==> src/rtl/pa_pkg.sv <==
package pa_pkg;
  typedef enum logic [2:0] {
    ST_IDLE,
    ST_READ_HDR,
    ST_CLASSIFY,
    ST_FORWARD,
    ST_END_PKT
  } pa_state_e;

  localparam int NPORTS   = 2;
  localparam int PORT_CTL = 0;
  localparam int PORT_BYP = 1;
endpackage

==> src/rtl/pa_hold_queue.sv <==
module pa_hold_queue #(
  parameter int W     = 72,
  parameter int DEPTH = 2,
  localparam int LW   = $clog2(DEPTH + 1),
  localparam int PW   = (DEPTH > 1) ? $clog2(DEPTH) : 1
) (
  input  logic          clk,
  input  logic          rst,
  input  logic          push,
  input  logic [W-1:0]  push_word,
  input  logic          pop,
  output logic [W-1:0]  head_word,
  output logic [LW-1:0] level
);
  logic [W-1:0]  mem [DEPTH];
  logic [PW-1:0] wr_ptr, rd_ptr;

  function automatic logic [PW-1:0] bump(input logic [PW-1:0] p);
    return (p == PW'(DEPTH - 1)) ? '0 : p + 1'b1;
  endfunction

  // storage without reset so it can map to distributed or block RAM
  always_ff @(posedge clk) begin
    if (push) mem[wr_ptr] <= push_word;
  end

  always_ff @(posedge clk) begin
    if (rst) begin
      wr_ptr <= '0;
      rd_ptr <= '0;
      level  <= '0;
    end else begin
      if (push) wr_ptr <= bump(wr_ptr);
      if (pop)  rd_ptr <= bump(rd_ptr);
      level <= level + LW'(push) - LW'(pop);
    end
  end

  assign head_word = mem[rd_ptr];

  // read-ahead never exceeds the holding capacity
  a_r5_no_overflow: assert property (@(posedge clk) disable iff (rst)
    (push && !pop) |-> (int'(level) < DEPTH));

  // a word is only sent when one is held
  a_r4_no_underflow: assert property (@(posedge clk) disable iff (rst)
    pop |-> (level != '0));
endmodule

==> src/rtl/pa_port_drive.sv <==
module pa_port_drive #(
  parameter int DW = 64,
  parameter int CW = 8
) (
  input  logic          clk,
  input  logic          rst,
  input  logic          sel,
  input  logic          req,
  input  logic          rdy,
  input  logic [DW-1:0] in_data,
  input  logic [CW-1:0] in_ctrl,
  output logic          take,
  output logic          out_valid,
  output logic [DW-1:0] out_data,
  output logic [CW-1:0] out_ctrl
);
  assign take = sel && req && rdy;

  always_ff @(posedge clk) begin
    if (rst) out_valid <= 1'b0;
    else     out_valid <= take;
  end

  always_ff @(posedge clk) begin
    if (take) begin
      out_data <= in_data;
      out_ctrl <= in_ctrl;
    end
  end

  // a strobe follows an edge at which ready was high
  a_r5_valid_after_ready: assert property (@(posedge clk) disable iff (rst)
    out_valid |-> $past(rdy));
endmodule

==> src/rtl/pa_frame_ctl.sv <==
module pa_frame_ctl
  import pa_pkg::*;
#(
  parameter int CW       = 8,
  parameter int ET_W     = 16,
  parameter logic [ET_W-1:0] IP_ETYPE = 'h0080,
  parameter int QDEPTH   = 2,
  localparam int LW      = $clog2(QDEPTH + 1)
) (
  input  logic            clk,
  input  logic            rst,
  input  logic            fifo_empty,
  input  logic [CW-1:0]   land_ctrl,
  input  logic [ET_W-1:0] land_etype,
  input  logic [LW-1:0]   q_level,
  input  logic            emit,
  output logic            rd_en,
  output logic            land,
  output logic            send_req,
  output logic            sel_ip
);
  pa_state_e state;
  logic      land_last;
  int        level_after;

  // a landing word ends the packet when its code is neither middle nor header
  assign land_last = land && (land_ctrl != '0) && (land_ctrl != '1);

  always_comb level_after = int'(q_level) - (emit ? 1 : 0) + (land ? 1 : 0);

  always_comb begin
    rd_en = 1'b0;
    if (!rst && !fifo_empty) begin
      case (state)
        ST_IDLE:     rd_en = 1'b1;
        ST_READ_HDR: rd_en = 1'b1;
        ST_CLASSIFY: rd_en = !land;
        ST_FORWARD:  rd_en = !land_last && (level_after <= QDEPTH - 1);
        default:     rd_en = 1'b0;
      endcase
    end
  end

  assign send_req = ((state == ST_FORWARD) || (state == ST_END_PKT)) && (q_level != '0);

  always_ff @(posedge clk) begin
    if (rst) begin
      state  <= ST_IDLE;
      land   <= 1'b0;
      sel_ip <= 1'b0;
    end else begin
      land <= rd_en;
      case (state)
        ST_IDLE:     if (rd_en) state <= ST_READ_HDR;
        ST_READ_HDR: state <= ST_CLASSIFY;
        ST_CLASSIFY: if (land) begin
                       sel_ip <= (land_etype == IP_ETYPE);
                       state  <= land_last ? ST_END_PKT : ST_FORWARD;
                     end
        ST_FORWARD:  if (land_last) state <= ST_END_PKT;
        ST_END_PKT:  if ((q_level == '0) || (emit && (q_level == LW'(1))))
                       state <= ST_IDLE;
        default:     state <= ST_IDLE;
      endcase
    end
  end

  // the port choice only moves while a packet is being classified
  a_r3_class_hold: assert property (@(posedge clk) disable iff (rst)
    (state != ST_CLASSIFY) |=> $stable(sel_ip));

  // a new packet only starts once the previous one has fully drained
  a_r8_idle_drained: assert property (@(posedge clk) disable iff (rst)
    (state == ST_IDLE) |-> (q_level == '0));
endmodule

==> src/rtl/pkt_class_arb.sv <==
module pkt_class_arb
  import pa_pkg::*;
#(
  parameter int DW       = 64,
  parameter int CW       = 8,
  parameter int ET_LSB   = 16,
  parameter int ET_W     = 16,
  parameter logic [ET_W-1:0] IP_ETYPE = 'h0080,
  parameter int QDEPTH   = 2
) (
  input  logic          clk,
  input  logic          rst,
  input  logic [DW-1:0] fifo_data,
  input  logic [CW-1:0] fifo_ctrl,
  input  logic          fifo_empty,
  output logic          fifo_rd_en,
  output logic [DW-1:0] ctl_data,
  output logic [CW-1:0] ctl_ctrl,
  output logic          ctl_valid,
  input  logic          ctl_ready,
  output logic [DW-1:0] byp_data,
  output logic [CW-1:0] byp_ctrl,
  output logic          byp_valid,
  input  logic          byp_ready
);
  localparam int QW = DW + CW;
  localparam int LW = $clog2(QDEPTH + 1);

  logic              land, send_req, sel_ip, emit;
  logic [LW-1:0]     q_level;
  logic [QW-1:0]     head_word;
  logic [NPORTS-1:0] sel_v, rdy_v, take_v, vld_v;
  logic [DW-1:0]     od [NPORTS];
  logic [CW-1:0]     oc [NPORTS];

  pa_frame_ctl #(
    .CW(CW), .ET_W(ET_W), .IP_ETYPE(IP_ETYPE), .QDEPTH(QDEPTH)
  ) u_ctl (
    .clk        (clk),
    .rst        (rst),
    .fifo_empty (fifo_empty),
    .land_ctrl  (fifo_ctrl),
    .land_etype (fifo_data[ET_LSB +: ET_W]),
    .q_level    (q_level),
    .emit       (emit),
    .rd_en      (fifo_rd_en),
    .land       (land),
    .send_req   (send_req),
    .sel_ip     (sel_ip)
  );

  pa_hold_queue #(.W(QW), .DEPTH(QDEPTH)) u_q (
    .clk       (clk),
    .rst       (rst),
    .push      (land),
    .push_word ({fifo_ctrl, fifo_data}),
    .pop       (emit),
    .head_word (head_word),
    .level     (q_level)
  );

  always_comb begin
    sel_v[PORT_CTL] = sel_ip;
    sel_v[PORT_BYP] = !sel_ip;
    rdy_v[PORT_CTL] = ctl_ready;
    rdy_v[PORT_BYP] = byp_ready;
  end

  for (genvar p = 0; p < NPORTS; p++) begin : g_port
    pa_port_drive #(.DW(DW), .CW(CW)) u_drv (
      .clk       (clk),
      .rst       (rst),
      .sel       (sel_v[p]),
      .req       (send_req),
      .rdy       (rdy_v[p]),
      .in_data   (head_word[DW-1:0]),
      .in_ctrl   (head_word[QW-1:DW]),
      .take      (take_v[p]),
      .out_valid (vld_v[p]),
      .out_data  (od[p]),
      .out_ctrl  (oc[p])
    );
  end

  assign emit      = |take_v;
  assign ctl_valid = vld_v[PORT_CTL];
  assign ctl_data  = od[PORT_CTL];
  assign ctl_ctrl  = oc[PORT_CTL];
  assign byp_valid = vld_v[PORT_BYP];
  assign byp_data  = od[PORT_BYP];
  assign byp_ctrl  = oc[PORT_BYP];

  // one port strobes at a time
  a_r6_single_port: assert property (@(posedge clk) disable iff (rst)
    !(ctl_valid && byp_valid));

  // control-port words only belong to packets classified as IP
  a_r6_ctl_matches_class: assert property (@(posedge clk) disable iff (rst)
    ctl_valid |-> sel_ip);
endmodule

==> config.mk <==
export PLATFORM = sky130hd
export DESIGN_NAME = pkt_class_arb
export DESIGN_NICKNAME = d
export VERILOG_FILES = /design/src/rtl/pa_pkg.sv /design/src/rtl/pa_hold_queue.sv /design/src/rtl/pa_port_drive.sv /design/src/rtl/pa_frame_ctl.sv /design/src/rtl/pkt_class_arb.sv
export SDC_FILE = /design/constraint.sdc
export NUM_CORES = 1
export LEC_CHECK = 0
export ABC_AREA = 1
export CELL_PAD_IN_SITES_DETAIL_PLACEMENT = 0
export CELL_PAD_IN_SITES_GLOBAL_PLACEMENT = 1
export CORE_ASPECT_RATIO = 1.75
export CORE_MARGIN = 5
export CORE_UTILIZATION = 35
export DETAILED_ROUTE_END_ITERATION = 10
export DONT_BUFFER_PORTS = 1
export MAX_ROUTING_LAYER = met4
export PLACE_DENSITY = 0.53
export SYNTH_ARGS = -nofsm -noshare
export SYNTH_HDL_FRONTEND = slang
export SYNTH_SLANG_ARGS = --single-unit
==> constraint.sdc <==
create_clock -name clk -period 4.9 [get_ports clk]
set_clock_uncertainty 0.05 [all_clocks]
set_input_delay 0.98 -clock clk [delete_from_list [all_inputs] [get_ports clk]]
set_output_delay 0.98 -clock clk [all_outputs]
set_load 0.03 [all_outputs]
Word level (Yosys, flattened, before mapping):

Memory sizes are Yosys's and may differ from the RTL's. A register that Yosys moved wholly into a read port is not among the register bits.
Index checks and enable logic that the tools add are counted.

* $add $sub $neg: 6
* magnitude comparators: 1
* eq/ne operators: 11
* multiplexer cells: 16
* reductions and logical operators: 25

Operator list (count)
* 32-bit adder: 1
* 32-bit by 2-bit less-or-equal comparator with 1-bit output, second input constant: 1
* 3-bit by 32-bit subtractor with 32-bit output: 1
* 16-bit by 8-bit == test with 1-bit output, second input constant: 1
* 3-bit two-way mux: 5
* 3-bit case mux with 5 select lines: 1
* 1-bit logical AND: 10
* 1-bit two-way mux: 9
* 8-bit != test, second input constant: 1
* 8-bit nonzero test: 1
* 3-bit by 2-bit == test with 1-bit output, second input constant: 2
* 1-bit logical NOT: 5
* 2-bit by 1-bit != test with 1-bit output, second input constant: 2
* 2-bit != test, second input constant: 2
* 4-bit AND reduction: 1
* 2-bit OR reduction: 2
* 3-bit by 1-bit == test with 1-bit output, second input constant: 1
* 3-bit == test, second input constant: 1
* 3-bit logical NOT: 1
* 1-bit case mux with 3 select lines: 1
* 1-bit adder, second input constant: 2
* 2-bit by 1-bit adder with 2-bit output: 1
* 2-bit by 1-bit == test with 1-bit output, second input constant: 1
* 2-bit logical NOT: 1
* 4 further kinds: 5

* register bits: 155
* memory bits (writable): 144
* input port bits: 77
* output and inout port bits: 147
* logic and storage cells: 72
* memories kept: 1

Memory list
* u_q.mem: depth 2, width 72, rd ports 1, clocked after memory_dff 1, write ports 1, line pa_hold_queue.sv:15 `logic [W-1:0] mem [DEPTH];`

Logic depth before layout (Yosys ltp):

* depth in word-level cells: 15
* mapped depth: 17
* gate-level depth less buffers: 17

Hierarchy:

From an unflattened synthesis, not the netlist that was laid out.

* cells, all modules: 510
* area, all modules: 10744.1 um^2

Modules (own cells, without submodules)
* pa_hold_queue: times used 1, cells an instance 253, area each 5765.5 um^2, seq. area each 4424.2 um^2
* pa_port_drive: times used 2, cells an instance 76, area each 2202.1 um^2, seq. area each 2182.1 um^2
* pa_frame_ctl: times used 1, cells an instance 101, area each 559.3 um^2, seq. area each 100.1 um^2
* pkt_class_arb: times used 1, cells an instance 4, area each 15.0 um^2, seq. area each 0.0 um^2

Least setup slack after synthesis:

No wires, ideal clock.

* kind: input to output
* start: in byp_ready
* end: out fifo_rd_en
* arrival: 3.158 ns
* data required time: 3.870 ns
* path slack: 0.712 ns
* cell stages on the path: 15
* buffers on the path: 0
* cells stage by stage: inv_1 nor2_1 nand3_2 nand2_4 ha_1 inv_1 ha_1 inv_1 fa_1 ha_1 a32o_1 nand3_1 nand2_1 inv_2 a21oi_1

* word-level cells in the longest chain between the ends: 9

RTL lines
* start: declaration: line pkt_class_arb.sv:24 `input logic byp_ready`
* 1-bit logical AND: line pa_port_drive.sv:17 `assign take = sel && req && rdy;`
* 2-bit OR reduction: line pkt_class_arb.sv:85 `assign emit = |take_v;`
* 1-bit two-way mux: line pa_frame_ctl.sv:29 `always_comb level_after = int'(q_level) - (emit ? 1 : 0) + (land ? 1 : 0);`
* 3-bit by 32-bit subtractor with 32-bit output: line pa_frame_ctl.sv:29
* 32-bit adder: line pa_frame_ctl.sv:29
* 32-bit by 2-bit less-or-equal comparator with 1-bit output: line pa_frame_ctl.sv:38 `ST_FORWARD: rd_en = !land_last && (level_after <= QDEPTH - 1);`
* 1-bit logical AND: line pa_frame_ctl.sv:38
* 1-bit case mux with 3 select lines: line pa_frame_ctl.sv:34 `case (state)`
* 1-bit two-way mux: line pa_frame_ctl.sv:33 `if (!rst && !fifo_empty) begin`
* end: declaration: line pkt_class_arb.sv:16 `output logic fifo_rd_en,`

No other way between the ends.

Worst setup path in the final report:

* start: reg u_ctl.state[0]
* end: out fifo_rd_en

* word-level cells in the longest chain between the ends: 13
* elaborated cells between the ends (all ways): 20
* those cells by class: add/sub (2); order compare (1); eq/ne (4); mux (3); reduce/logical (10)

RTL lines
* start: declaration: line pa_frame_ctl.sv:22 `pa_state_e state;`
* start signal: assignment: line pa_frame_ctl.sv:58 `state <= land_last ? ST_END_PKT : ST_FORWARD;`
* 3-bit by 2-bit == test with 1-bit output / 3-bit == test (equally long branches): line pa_frame_ctl.sv:34, pa_frame_ctl.sv:44
* 1-bit logical OR: line pa_frame_ctl.sv:44 `assign send_req = ((state == ST_FORWARD) || (state == ST_END_PKT)) && (q_level != '0);`
* 1-bit logical AND: line pa_frame_ctl.sv:44
* 1-bit logical AND (2 in series): line pa_port_drive.sv:17
* 2-bit OR reduction: line pkt_class_arb.sv:85
* 1-bit two-way mux: line pa_frame_ctl.sv:29
* 3-bit by 32-bit subtractor with 32-bit output: line pa_frame_ctl.sv:29
* 32-bit adder: line pa_frame_ctl.sv:29
* 32-bit by 2-bit less-or-equal comparator with 1-bit output: line pa_frame_ctl.sv:38
* 1-bit logical AND: line pa_frame_ctl.sv:38
* 1-bit case mux with 3 select lines (*): line pa_frame_ctl.sv:34
* 1-bit two-way mux (*): line pa_frame_ctl.sv:33

Mark *: on every way between the ends. The rest lies on a longest branch, timed or not.

==> metrics <==
Pre-Repair DR Iteration Count 4; worst voltage drop across the vdd grid 343 uV; Static Leak 3.76 nW; Starting Density 35.3%; TritonCTS clock tree yes; top cells by count, synth sky130_fd_sc_hd__edfxtp_1 (288), sky130_fd_sc_hd__mux2_2 (56), sky130_fd_sc_hd__nand2_1 (24), sky130_fd_sc_hd__inv_1 (21), sky130_fd_sc_hd__mux2_1 (16); min setup slack post-route 531 ps; most used flip-flop cell after synthesis sky130_fd_sc_hd__edfxtp_1; count of nets after finishing 599; delay of the slowest cell on the worst path 430 ps; largest net degree at the start of global routing 73; Via density 4.61; most frequently used cell type in the post-synthesis netlist sky130_fd_sc_hd__edfxtp_1; HP Class register to register; fraction of synthesized cell area taken by the top area cell type 83.9%; clock sink count 300; Total Negative Setup Slacks 0 ps; I/O Buffers 0; Boundary Pins 224; cell taking the most area after synthesis sky130_fd_sc_hd__edfxtp_1; critical path cell sequence inv_1, nand3_2, nand2_2, nand3_2, nand2_4, ha_1, inv_1, ha_1, inv_1, fa_1, ha_1, a32o_1, nand3_1, nand2_1, inv_2, a21oi_1, buf_4; time the final worst path needs with I/O delays and setup 4370 ps; layout cell share with drive strength beyond 1 23.0%; maximum buffer depth of the clock tree 3; all-layer global routing usage 12.5%; count of final max-slew check failures 0; average wire per cell in the routed design 22.4 um; count of hold buffers inserted by post-cts repair 0; height of the die 237 um; number of max-cap violations 0; fin crit share 89.2%; violation count after the first detailed-route iteration 241; vias in the first global route 4637; clock edge transition at the registers on the reported setup and hold paths 60 ps; ant diodes 0; post-synth net total 573; kind of critical path register to output pin; post-CTS setup-driven buffer insertion count 0; total of endpoints with negative setup slack in the final report 0; number of enable-type register cells in the synthesized netlist 288; remaining max-slew budget at the tightest pin 26.9%; critical path launch point type register; number of antenna violations at the first check in global routing 0; Std-Cell Rows 83; count of mapped cells out of synthesis 491; floorplan die area 33100 um^2; measured slew at the worst slew-check pin 1090 ps; # DRC 0; remaining antenna violation count after routing 0; source-to-sink clock delay at the later pin of the worst-skew pair 550 ps; cell types occupying the most area after synthesis sky130_fd_sc_hd__edfxtp_1 (84%), sky130_fd_sc_hd__mux2_2 (6.1%), sky130_fd_sc_hd__dfxtp_1 (2.3%); Critical Path Slowest Stage Cell sky130_fd_sc_hd__dfxtp_1; library cells used by synthesis 28; proportion of synthesized chip area in sequential cells 86.2%; Netlist Area Pre-Place 10300 um^2; total congestion overflow after global routing 0; total core area 29200 um^2; die outline width 140 um; largest fanout on the critical path 5; CP endpoint kind output pin; setup slack at placement 681 ps; synth-to-layout area growth 13.7%; Cell Pwr Density 486 nW/um^2; routed vias 4246; number of synthesis warnings 0; required time reported for the critical path endpoint 3870 ps; number of synthesized register bits 300; RSZ-0062 raised after global routing no; H-Tree Depth 1; number of instances resized during post-cts repair 0; clock buffers created by TritonCTS 28; Syn Area/Cell 21.0 um^2; run status finished, final reports clean; first-pass GRT wire length 30300 um; Arr. time, crit path 3340 ps; fraction of synthesis flops using an asynchronous set or reset pin 0%; Detailed Route WL 20600 um; Achievable Freq 0.229 GHz; total half-perimeter wirelength after legalization and detailed placement 13600 um; Root Driver sky130_fd_sc_hd__clkbuf_16; final hold vios 0; crit path buf inv count 5; routability congestion estimate from global placement 0.748; kind of cell adding the most delay to the critical path adder cells
## where the power goes
| part | switching [W] | total, W | internal [W] |
|---|---|---|---|
| registers | 0.000119 | 0.00315 | 0.00303 |
| logic | 0.000263 | 0.000412 | 0.000149 |
| clock network | 0.000911 | 0.00213 | 0.00121 |
## final timing paths
check,from,cells past startpoint,slack [ps],endpoint
worst max register to register,u_ctl.state[0],16,2110,u_ctl.land
worst min register to register,u_q.rd_ptr,1,420,register
worst max-delay path,u_ctl.state[0],17,530,fifo_rd_en
worst min-delay path,u_q.rd_ptr,1,420,register
## layer usage
metal / vias to the layer above / wire length (um) / track usage, %
li1: 1935 / - / -
met1: 2116 / 6620 / 11.7
met2: 157 / 12200 / 24.2
met3: 38 / 1290 / 3.27
met4: 0 / 504 / 4.20
met5: - / 0 / -
## cells by family (layout without fill, tap and decap cells)
| kind of cell | Yosys count | in the layout | share of synthesized area [%] |
|---|---|---|---|
| AO/OA/AOI/OAI | 13 | 13 | 0.704 |
| AND/OR/NAND/NOR | 63 | 63 | 3.08 |
| flip-flops | 300 | 300 | 86.2 |
| buffers and inverters | 38 | 86 | 1.47 |
| adder cells (fa/ha/maj) | 5 | 5 | 0.680 |
| multiplexers | 72 | 72 | 7.86 |
## stage by stage
step / total power, W / util [%] / std cells / instance area, um^2 / hold WS (ps)
2_1_floorplan: 0.00350 / - / 491 / 10300 / 381
3_3_place_gp: 0.00360 / 37.0 / 869 / 10800 / 411
3_5_place_dp: 0.00363 / 37.0 / 869 / 10800 / 410
4_1_cts: 0.00580 / 40.2 / 921 / 11700 / 406
5_1_grt: 0.00596 / 40.2 / 921 / 11700 / 414
6_report: 0.00569 / 40.2 / 921 / 11700 / 419
## layout by cell type, fill, tap and decap left out
master                       count
sky130_fd_sc_hd__nand2_2         3
sky130_fd_sc_hd__a32o_1          1
sky130_fd_sc_hd__nand2_4         1
sky130_fd_sc_hd__clkinv_2        8
sky130_fd_sc_hd__mux2_1         16
sky130_fd_sc_hd__or2_1           1
sky130_fd_sc_hd__clkinv_1        8
sky130_fd_sc_hd__bufinv_16       3
sky130_fd_sc_hd__clkinv_8        1
sky130_fd_sc_hd__nor3_1          2
sky130_fd_sc_hd__nor4_1          4
sky130_fd_sc_hd__buf_4           4
sky130_fd_sc_hd__a21boi_0        1
sky130_fd_sc_hd__mux2_2         56
sky130_fd_sc_hd__nand4_1         3
sky130_fd_sc_hd__o21ai_1         1
sky130_fd_sc_hd__and3_1          1
sky130_fd_sc_hd__dfxtp_4         1
sky130_fd_sc_hd__o21ai_0         2
sky130_fd_sc_hd__inv_6           1
sky130_fd_sc_hd__clkinvlp_4      3
sky130_fd_sc_hd__nor2_1         14
sky130_fd_sc_hd__clkbuf_16      28
sky130_fd_sc_hd__nand2_1        24
sky130_fd_sc_hd__buf_12          1
sky130_fd_sc_hd__nor3_2          1
sky130_fd_sc_hd__fa_1            1
sky130_fd_sc_hd__nor2_4          1
sky130_fd_sc_hd__dfxtp_1        11
sky130_fd_sc_hd__inv_2           6
sky130_fd_sc_hd__edfxtp_1      288
sky130_fd_sc_hd__clkbuf_1        4
sky130_fd_sc_hd__inv_8           1
sky130_fd_sc_hd__nand3_1         3
sky130_fd_sc_hd__ha_1            4
sky130_fd_sc_hd__nand3_2         5
sky130_fd_sc_hd__inv_1          18
sky130_fd_sc_hd__a21oi_1         8
## sequential cells by signal (all words and copies together) (netlist names), named ones only
name                    flops
u_q.mem                   144
g_port.u_drv.out_data     128
g_port.u_drv.out_ctrl      16
u_ctl.state                 3
g_port.u_drv.out_valid      2
u_q.level                   2
u_ctl.land                  1
u_ctl.sel_ip                1
u_q.rd_ptr                  1
u_q.wr_ptr                  1
## final cells by class
class / instances / area, um^2
Fill cell: 2600 / 17500
Sequential cell: 300 / 8890
Multi-Input combinational cell: 153 / 1280
Clock buffer: 32 / 716
Tap cell: 382 / 478
Clock inverter: 20 / 196
Inverter: 29 / 113
Timing Repair Buffer: 5 / 50.0
Note: power is estimated with default switching activity, not from simulation.
